==> config.mk <==
export PLATFORM = sky130hd
export DESIGN_NAME = dmac_chan_engine
export DESIGN_NICKNAME = d
export VERILOG_FILES = /design/src/rtl/dmac_pkg.sv /design/src/rtl/dmac_desc_store.sv /design/src/rtl/dmac_seq.sv /design/src/rtl/dmac_link.sv /design/src/rtl/dmac_chan_engine.sv
export SDC_FILE = /design/constraint.sdc
export NUM_CORES = 2
export LEC_CHECK = 0
export CORE_UTILIZATION = 60
export CTS_CLUSTER_SIZE = 24
export DETAILED_ROUTE_END_ITERATION = 16
export PLACE_DENSITY = 0.81
export SYNTH_ARGS = -nofsm -noshare
export SYNTH_HDL_FRONTEND = slang
export SYNTH_HIERARCHICAL = 1
export SYNTH_SLANG_ARGS = --single-unit
==> constraint.sdc <==
create_clock -name clk -period 7.8 [get_ports clk]
set_input_delay 1.17 -clock clk [delete_from_list [all_inputs] [get_ports clk]]
set_output_delay 1.17 -clock clk [all_outputs]
set_load 0.02 [all_outputs]
==> src/rtl/dmac_pkg.sv <==
package dmac_pkg;
  localparam int AW   = 32;
  localparam int DW   = 32;
  localparam int OFW  = 16;
  localparam int NBW  = 12;
  localparam int CNTW = 8;
  localparam int CHW  = 3;
  localparam int IDXW = 2;
  localparam int NDESC = 1 << IDXW;

  typedef struct packed {
    logic [AW-1:0]         saddr;
    logic [AW-1:0]         daddr;
    logic signed [OFW-1:0] soff;
    logic signed [OFW-1:0] doff;
    logic [1:0]            esize;
    logic [NBW-1:0]        nbytes;
    logic [CNTW-1:0]       biter;
    logic signed [AW-1:0]  slast;
    logic signed [AW-1:0]  dlast;
    logic                  mlink_en;
    logic [CHW-1:0]        mlink_ch;
    logic                  jlink_en;
    logic [CHW-1:0]        jlink_ch;
    logic                  sg_en;
    logic [IDXW-1:0]       next_idx;
    logic                  auto_stop;
    logic                  int_en;
  } dmac_desc_t;

  localparam int DESC_W = $bits(dmac_desc_t);

  function automatic logic [NBW-1:0] elem_bytes(input logic [1:0] sz);
    return NBW'(1) << sz;
  endfunction

  function automatic logic desc_ok(input dmac_desc_t d);
    logic [NBW-1:0] eb;
    eb = elem_bytes(d.esize);
    return (d.esize != 2'd3) && (d.nbytes != '0) && ((d.nbytes & (eb - NBW'(1))) == '0);
  endfunction

  function automatic logic [AW-1:0] step_addr(input logic [AW-1:0] a,
                                              input logic [OFW-1:0] off,
                                              input logic adj_en,
                                              input logic [AW-1:0] adj);
    logic [AW-1:0] ext;
    ext = {{(AW-OFW){off[OFW-1]}}, off};
    return a + ext + (adj_en ? adj : '0);
  endfunction

  function automatic logic [DW-1:0] lane_mask(input logic [1:0] sz);
    case (sz)
      2'd0:    return DW'(32'h0000_00FF);
      2'd1:    return DW'(32'h0000_FFFF);
      default: return DW'(32'hFFFF_FFFF);
    endcase
  endfunction
endpackage

==> src/rtl/dmac_desc_store.sv <==
module dmac_desc_store
  import dmac_pkg::*;
(
  input  logic              clk,
  input  logic              rst_n,
  input  logic              we,
  input  logic [IDXW-1:0]   waddr,
  input  logic [DESC_W-1:0] wdata,
  input  logic [IDXW-1:0]   raddr,
  output logic [DESC_W-1:0] rdata
);
  logic [DESC_W-1:0] mem [NDESC];

  always_ff @(posedge clk or negedge rst_n) begin
    if (!rst_n) begin
      for (int i = 0; i < NDESC; i++) mem[i] <= '0;
    end else if (we) begin
      mem[waddr] <= wdata;
    end
  end

  assign rdata = mem[raddr];
endmodule

==> src/rtl/dmac_seq.sv <==
module dmac_seq
  import dmac_pkg::*;
(
  input  logic            clk,
  input  logic            rst_n,
  input  logic            hw_req,
  input  logic            sw_start,
  input  logic            link_in,
  input  logic            req_en_set,
  input  logic            req_en_clr,
  input  logic            done_clr,
  input  logic            desc_load,
  input  logic [IDXW-1:0] desc_idx,
  output logic [IDXW-1:0] rd_idx,
  input  dmac_desc_t      rd_desc,
  output logic            m_rd,
  output logic            m_wr,
  output logic [AW-1:0]   m_addr,
  output logic [1:0]      m_size,
  input  logic [DW-1:0]   m_rdata,
  output logic [DW-1:0]   m_wdata,
  output logic            lk_evt,
  output logic [CHW-1:0]  lk_evt_ch,
  output logic            irq,
  output logic            done,
  output logic            err,
  output logic            busy,
  output logic            req_en
);
  typedef enum logic [1:0] {S_IDLE, S_RD, S_WR, S_ERR} st_t;

  st_t             st;
  dmac_desc_t      cur;
  logic [CNTW-1:0] citer;
  logic [NBW-1:0]  bcnt;
  logic            pend;

  // named internal events
  logic [NBW-1:0] esz;
  logic elem_end, minor_end, major_evt, start_ok, adj_en, new_start;
  assign esz       = elem_bytes(cur.esize);
  assign elem_end  = (st == S_WR);
  assign minor_end = elem_end && ((bcnt + esz) == cur.nbytes);
  assign major_evt = minor_end && (citer == CNTW'(1));
  assign start_ok  = (st == S_IDLE) && (pend || (hw_req && req_en));
  assign adj_en    = major_evt && !cur.sg_en;
  assign new_start = (sw_start || link_in) && (st != S_ERR);
  assign rd_idx    = desc_load ? desc_idx : cur.next_idx;

  assign m_rd    = (st == S_RD);
  assign m_wr    = (st == S_WR);
  assign m_addr  = m_rd ? cur.saddr : cur.daddr;
  assign m_size  = cur.esize;
  assign m_wdata = m_rdata & lane_mask(cur.esize);
  assign err     = (st == S_ERR);
  assign busy    = m_rd || m_wr || pend || ((st == S_IDLE) && hw_req && req_en);

  assign lk_evt    = minor_end && (major_evt ? cur.jlink_en : cur.mlink_en);
  assign lk_evt_ch = major_evt ? cur.jlink_ch : cur.mlink_ch;

  always_ff @(posedge clk or negedge rst_n) begin
    if (!rst_n) req_en <= 1'b0;
    else if (req_en_set) req_en <= 1'b1;
    else if (req_en_clr || (major_evt && cur.auto_stop)) req_en <= 1'b0;
  end

  always_ff @(posedge clk or negedge rst_n) begin
    if (!rst_n) begin
      st    <= S_IDLE;
      cur   <= '0;
      citer <= '0;
      bcnt  <= '0;
      pend  <= 1'b0;
      done  <= 1'b0;
      irq   <= 1'b0;
    end else begin
      irq  <= 1'b0;
      pend <= (pend && !start_ok) || new_start;
      if (done_clr) done <= 1'b0;
      if (desc_load) begin
        cur   <= rd_desc;
        citer <= rd_desc.biter;
        bcnt  <= '0;
        pend  <= 1'b0;
        st    <= desc_ok(rd_desc) ? S_IDLE : S_ERR;
      end else begin
        case (st)
          S_IDLE: if (start_ok) st <= S_RD;
          S_RD:   st <= S_WR;
          S_WR: begin
            cur.saddr <= step_addr(cur.saddr, cur.soff, adj_en, cur.slast);
            cur.daddr <= step_addr(cur.daddr, cur.doff, adj_en, cur.dlast);
            if (!minor_end) begin
              bcnt <= bcnt + esz;
              st   <= S_RD;
            end else begin
              bcnt <= '0;
              st   <= S_IDLE;
              if (major_evt) begin
                done <= 1'b1;
                irq  <= cur.int_en;
                if (cur.sg_en) begin
                  cur   <= rd_desc;
                  citer <= rd_desc.biter;
                  if (!desc_ok(rd_desc)) st <= S_ERR;
                end else begin
                  citer <= cur.biter;
                end
              end else begin
                citer <= citer - CNTW'(1);
              end
            end
          end
          default: ;
        endcase
      end
    end
  end


  wr_after_rd_chk: assert property (@(posedge clk) disable iff (!rst_n)
    m_wr |-> $past(m_rd));

  err_quiet_chk: assert property (@(posedge clk) disable iff (!rst_n)
    err |-> (!m_rd && !m_wr));

  autostop_chk: assert property (@(posedge clk) disable iff (!rst_n)
    (major_evt && cur.auto_stop && !req_en_set) |=> !req_en);

  irq_done_chk: assert property (@(posedge clk) disable iff (!rst_n)
    irq |-> done);

  lane_chk: assert property (@(posedge clk) disable iff (!rst_n)
    (m_wr && m_size == 2'd0) |-> (m_wdata[DW-1:8] == '0));
endmodule

==> src/rtl/dmac_link.sv <==
module dmac_link
  import dmac_pkg::*;
(
  input  logic           clk,
  input  logic           rst_n,
  input  logic           evt,
  input  logic [CHW-1:0] evt_ch,
  output logic           link_vld,
  output logic [CHW-1:0] link_ch
);
  always_ff @(posedge clk or negedge rst_n) begin
    if (!rst_n) begin
      link_vld <= 1'b0;
      link_ch  <= '0;
    end else begin
      link_vld <= evt;
      if (evt) link_ch <= evt_ch;
    end
  end
endmodule

==> src/rtl/dmac_chan_engine.sv <==
module dmac_chan_engine
  import dmac_pkg::*;
(
  input  logic              clk,
  input  logic              rst_n,
  input  logic              desc_we,
  input  logic [IDXW-1:0]   desc_waddr,
  input  logic [DESC_W-1:0] desc_wdata,
  input  logic              desc_load,
  input  logic [IDXW-1:0]   desc_idx,
  input  logic              req_en_set,
  input  logic              req_en_clr,
  input  logic              sw_start,
  input  logic              link_in,
  input  logic              hw_req,
  input  logic              done_clr,
  output logic              m_rd,
  output logic              m_wr,
  output logic [AW-1:0]     m_addr,
  output logic [1:0]        m_size,
  output logic [DW-1:0]     m_wdata,
  input  logic [DW-1:0]     m_rdata,
  output logic              link_vld,
  output logic [CHW-1:0]    link_ch,
  output logic              irq,
  output logic              done,
  output logic              err,
  output logic              busy,
  output logic              req_en
);
  logic [IDXW-1:0]   rd_idx;
  logic [DESC_W-1:0] rd_bits;
  dmac_desc_t        rd_desc;
  logic              lk_evt;
  logic [CHW-1:0]    lk_evt_ch;

  assign rd_desc = dmac_desc_t'(rd_bits);

  dmac_desc_store u_store (
    .clk(clk), .rst_n(rst_n), .we(desc_we), .waddr(desc_waddr),
    .wdata(desc_wdata), .raddr(rd_idx), .rdata(rd_bits)
  );

  dmac_seq u_seq (
    .clk(clk), .rst_n(rst_n), .hw_req(hw_req), .sw_start(sw_start),
    .link_in(link_in), .req_en_set(req_en_set), .req_en_clr(req_en_clr),
    .done_clr(done_clr), .desc_load(desc_load), .desc_idx(desc_idx),
    .rd_idx(rd_idx), .rd_desc(rd_desc), .m_rd(m_rd), .m_wr(m_wr),
    .m_addr(m_addr), .m_size(m_size), .m_rdata(m_rdata), .m_wdata(m_wdata),
    .lk_evt(lk_evt), .lk_evt_ch(lk_evt_ch), .irq(irq), .done(done),
    .err(err), .busy(busy), .req_en(req_en)
  );

  dmac_link u_link (
    .clk(clk), .rst_n(rst_n), .evt(lk_evt), .evt_ch(lk_evt_ch),
    .link_vld(link_vld), .link_ch(link_ch)
  );


  link_after_wr_chk: assert property (@(posedge clk) disable iff (!rst_n)
    link_vld |-> $past(m_wr));
endmodule

==> metrics.yaml <==
sta:
  slew_viol_final: 0
  setup_violations: 0
  fin_crit_sh_pct: 92.9
  maxSlewHeadroom_pct: 21.5
  hold_viol_final: 0
  fin_setup_tns_ns: 0
  rsz0062_at_grt: "no"
  holdWs_ns: 0.457
  final.min_clock_period_ns: 7.24
  tightest_slew_ns: 1.17
  finClkSkew_ns: 0.0239
  finalWorstSetupSlack_ns: 0.557
  clock.fmax_mhz: 138
setup_path:
  arrival_ns: 7.77
  path_max_fanout: 40
  critPathRequiredTime_ns: 8.33
  crit_family: "simple AND/OR/NAND/NOR gates"
  r2r_cells: 29
  r2r-start: "u_seq/m_size[1]$_DFFE_PN0P_"
  reg2reg_slack_ns: 0.56
  rr_endpoint: "u_seq/cur[194]$_DFFE_PN0N_"
  critPathSlowestCell: "dfrtp_1"
  path_buf_inv: 4
  path_class: "reg2reg"
  critPathLaunchType: "flip-flop"
  endpoint_kind: "flip-flop"
  cpPeakStageDelay_ns: 0.56
finish:
  drive_gt1_share_pct: 30.9
  design_area_um2: 55700
  areaGrowthSynthToFinish_pct: 14.8
  fillCellCount: 5322
  fin_util_pct: 70.0
  finalNetCount: 4189
pwr:
  irDropWorstVdd_v: 0.000269
  power_frac_seq_pct: 38.9
  p_leak_uw: 0.0240
  switching_share_pct: 33.7
  pwr-share-comb_pct: 35.1
  p_int_uw: 12500
  clkPwrFrac_pct: 26.0
  power.density_nw_per_um2: 337
  switching_power_uw: 6330
floorplan:
  num_rows: 103
  start_util_pct: 61.0
  dieArea_um2: 82000
  die_y_um: 286
  io_pins: 318
  fp.coreArea_um2: 79500
  die_width_um: 286
logic_synthesis:
  synth_compound_area_share_pct: 4.31
  syn_nets: 3950
  synthFlopType: "dfrtp_1"
  synth_area_leaders: "dfrtp_1 (52%), mux2_2 (18%), mux4_2 (9.1%)"
  synth_warnings: 6
  ys_seq_area_share_pct: 51.9
  async_flop_share_pct: 100
  synthMuxAreaShare_pct: 28.6
  synthXorXnorAreaFrac_pct: 1.44
  yosysMostFrequentCell: "dfrtp_1"
  synth_cell_type_count: 74
  synth_top_area_share_pct: 51.9
  synth_fa_ha_area_share_pct: 4.54
  synth_area_per_cell_um2: 13.6
  yosysTopAreaCell: "dfrtp_1"
  synth_area_um2: 48500
  yosys.area_share.simple_pct: 6.74
  yosys-top-cells-count: "dfrtp_1 (1,005), mux2_2 (769), nand2_1 (425), mux4_2 (195), buf_2 (112)"
  syn_inst: 3573
  synth_edf_count: 0
  synth_top_family_by_area: "multiplexers"
  ys_ff_latch: 1005
placement:
  io_buffers: 301
  pre_cts_ws_ns: 0.481
  place_hpwl_um: 81200
  place_congestion: 0.966
  post_dp_cell_area_um2: 52300
cts:
  clock_latency_ns: 0.67
  cts_max_level: 3
  ctsLongestPathBuffers: 3
  cts_made_buffers: 102
  cts_resized: 0
  cts.clk_slew.worst_paths_ns: 0.06
  cts_tree: "yes"
  root_buffer: "clkbuf_16"
  postCtsSetupBuffers: 0
  postCtsHoldBufs: 0
  clkSinkCount: 1005
detailed_routing:
  initialDrtViolationCount: 2620
  wl_per_cell_um: 24.6
  drt-vias-per-instance: 6.14
  wl_um: 122000
  drc: 0
  vias: 30369
  drtAntennaViolNets: 0
  drt_first_pass_iters: 5
grt:
  antenna_found_initial: 17
  grt_max_degree: 196
  grt_pass1_wl_um: 191000
  grtUsageTotal_pct: 30.5
  top_usage_layer: "met2"
  use_met1_pct: 42.3
  grt_pass1_vias: 31952
  grt_overflow_total: 0
  grt_use_met2_pct: 48.4
  grtUsageMet3_pct: 7.27
min_path:
  hold_path_class: "reg2reg"
  holdPathEnd: "u_seq/cur[22]$_DFFE_PN0P_"
  hold_start: "u_seq/cur[22]$_DFFE_PN0P_"
  whs_path_depth: 2
status:
  outcome: "completed"
flow_run:
  drv_cap: 0
==> cell families (layout without fill, tap and decap cells) <==
kind of cell,Yosys count,in the layout
multiplexers,1036,1036
adder cells (fa/ha/maj),137,137
AND/OR/NAND/NOR,728,728
XOR/XNOR,80,80
other,0,7
flip-flops,1005,1005
AO/OA/AOI/OAI,339,339
buffers and inverters,248,566
==> placed cells by master, fill, tap and decap left out, types with 10 or more instances in the layout <==
master and n:
mux2_2 767, mux2_1 60, clkdlybuf4s50_1 299, nand3_1 28, nand2b_1 11, a211oi_1 10
clkbuf_8 27, nor2_1 94, nand2_1 425, ha_1 69, a21o_1 27, fa_1 65
xor2_1 29, mux2i_1 12, clkinv_2 22, a31oi_1 13, clkbuf_1 17, nor3_1 11
o21ai_0 78, clkbuf_16 104, dfrtp_1 1005, buf_4 39, mux4_2 195, a21oi_1 109
o22ai_1 19, xnor2_1 51, nor2b_1 19, inv_1 31, and2_1 81, and3_1 16
a22oi_1 21
==> layout make-up <==
| class | instances | area [µm²] | area share (%) |
|---|---|---|---|
| antenna | 7 | 17.5 | 0.0315 |
| clock buffer | 148 | 3040 | 5.46 |
| clock inverter | 35 | 344 | 0.618 |
| inverter | 33 | 124 | 0.222 |
| multi-input combinational | 2320 | 22200 | 39.9 |
| sequential | 1005 | 25100 | 45.2 |
| tap | 1050 | 1310 | 2.36 |
| timing repair buffer | 350 | 3500 | 6.28 |
==> tightest hold or removal path: stages (launching register included) <==
cell and delay [ns]:
dfrtp_1 0.33, nand2_1 0.05, nand2_1 0.05
==> worst max path at each step <==
stage	slack, ns	cells past startpoint	start	endpoint
final	0.56	29	u_seq/m_size[1]$_DFFE_PN0P_	u_seq/cur[194]$_DFFE_PN0N_
after global routing	0.08	29	u_seq/m_size[1]$_DFFE_PN0P_	u_seq/cur[194]$_DFFE_PN0N_
after CTS	0.40	25	u_seq/m_size[1]$_DFFE_PN0P_	u_seq/cur[161]$_DFFE_PN0N_
after detailed placement	0.48	29	u_seq/m_size[1]$_DFFE_PN0P_	u_seq/cur[194]$_DFFE_PN0N_
after global placement	0.70	25	u_seq/m_size[1]$_DFFE_PN0P_	u_seq/cur[161]$_DFFE_PN0N_
after floorplan	1.40	28	u_seq/m_size[0]$_DFFE_PN0P_	u_seq/cur[194]$_DFFE_PN0N_
==> registers in the layout, summed over array words and instances, names as in the netlist <==
name and flops:
u_seq/pend 1, u_seq/m_size 2, u_link/link_vld 1, u_seq/st 2, u_seq/irq 1, u_seq/bcnt 12
u_store/mem 780, u_seq/done 1, u_seq/req_en 1, u_seq/citer 8, u_seq/cur 193, u_link/link_ch 3
==> per-stage QoR <==
| step | power, µW | std cells |
|---|---|---|
| 2_1_floorplan | 11600 | 3573 |
| 3_3_place_gp | 13700 | 4758 |
| 3_5_place_dp | 13800 | 4758 |
| 4_1_cts | 18800 | 4941 |
| 5_1_grt | 19700 | 4946 |
| 6_report | 18800 | 4948 |
==> metal layers <==
| metal | up-vias | share of wire, % |
|---|---|---|
| met1 | 15925 | 42 |
| li1 | 13326 | - |
| met5 | - | 0.12 |
| met4 | 22 | 2.6 |
| met2 | 897 | 48 |
| met3 | 199 | 7.1 |
==> power groups by stage <==
stage          clock, µW  sequential [µW]  combinational [µW]
6_report            4880             7300                6600
4_1_cts             4970             7290                6550
5_1_grt             5170             7430                7150
3_3_place_gp           0             7300                6380
3_5_place_dp           0             7360                6490
2_1_floorplan          0             6990                4660
Power figures use the tool's default switching activity.
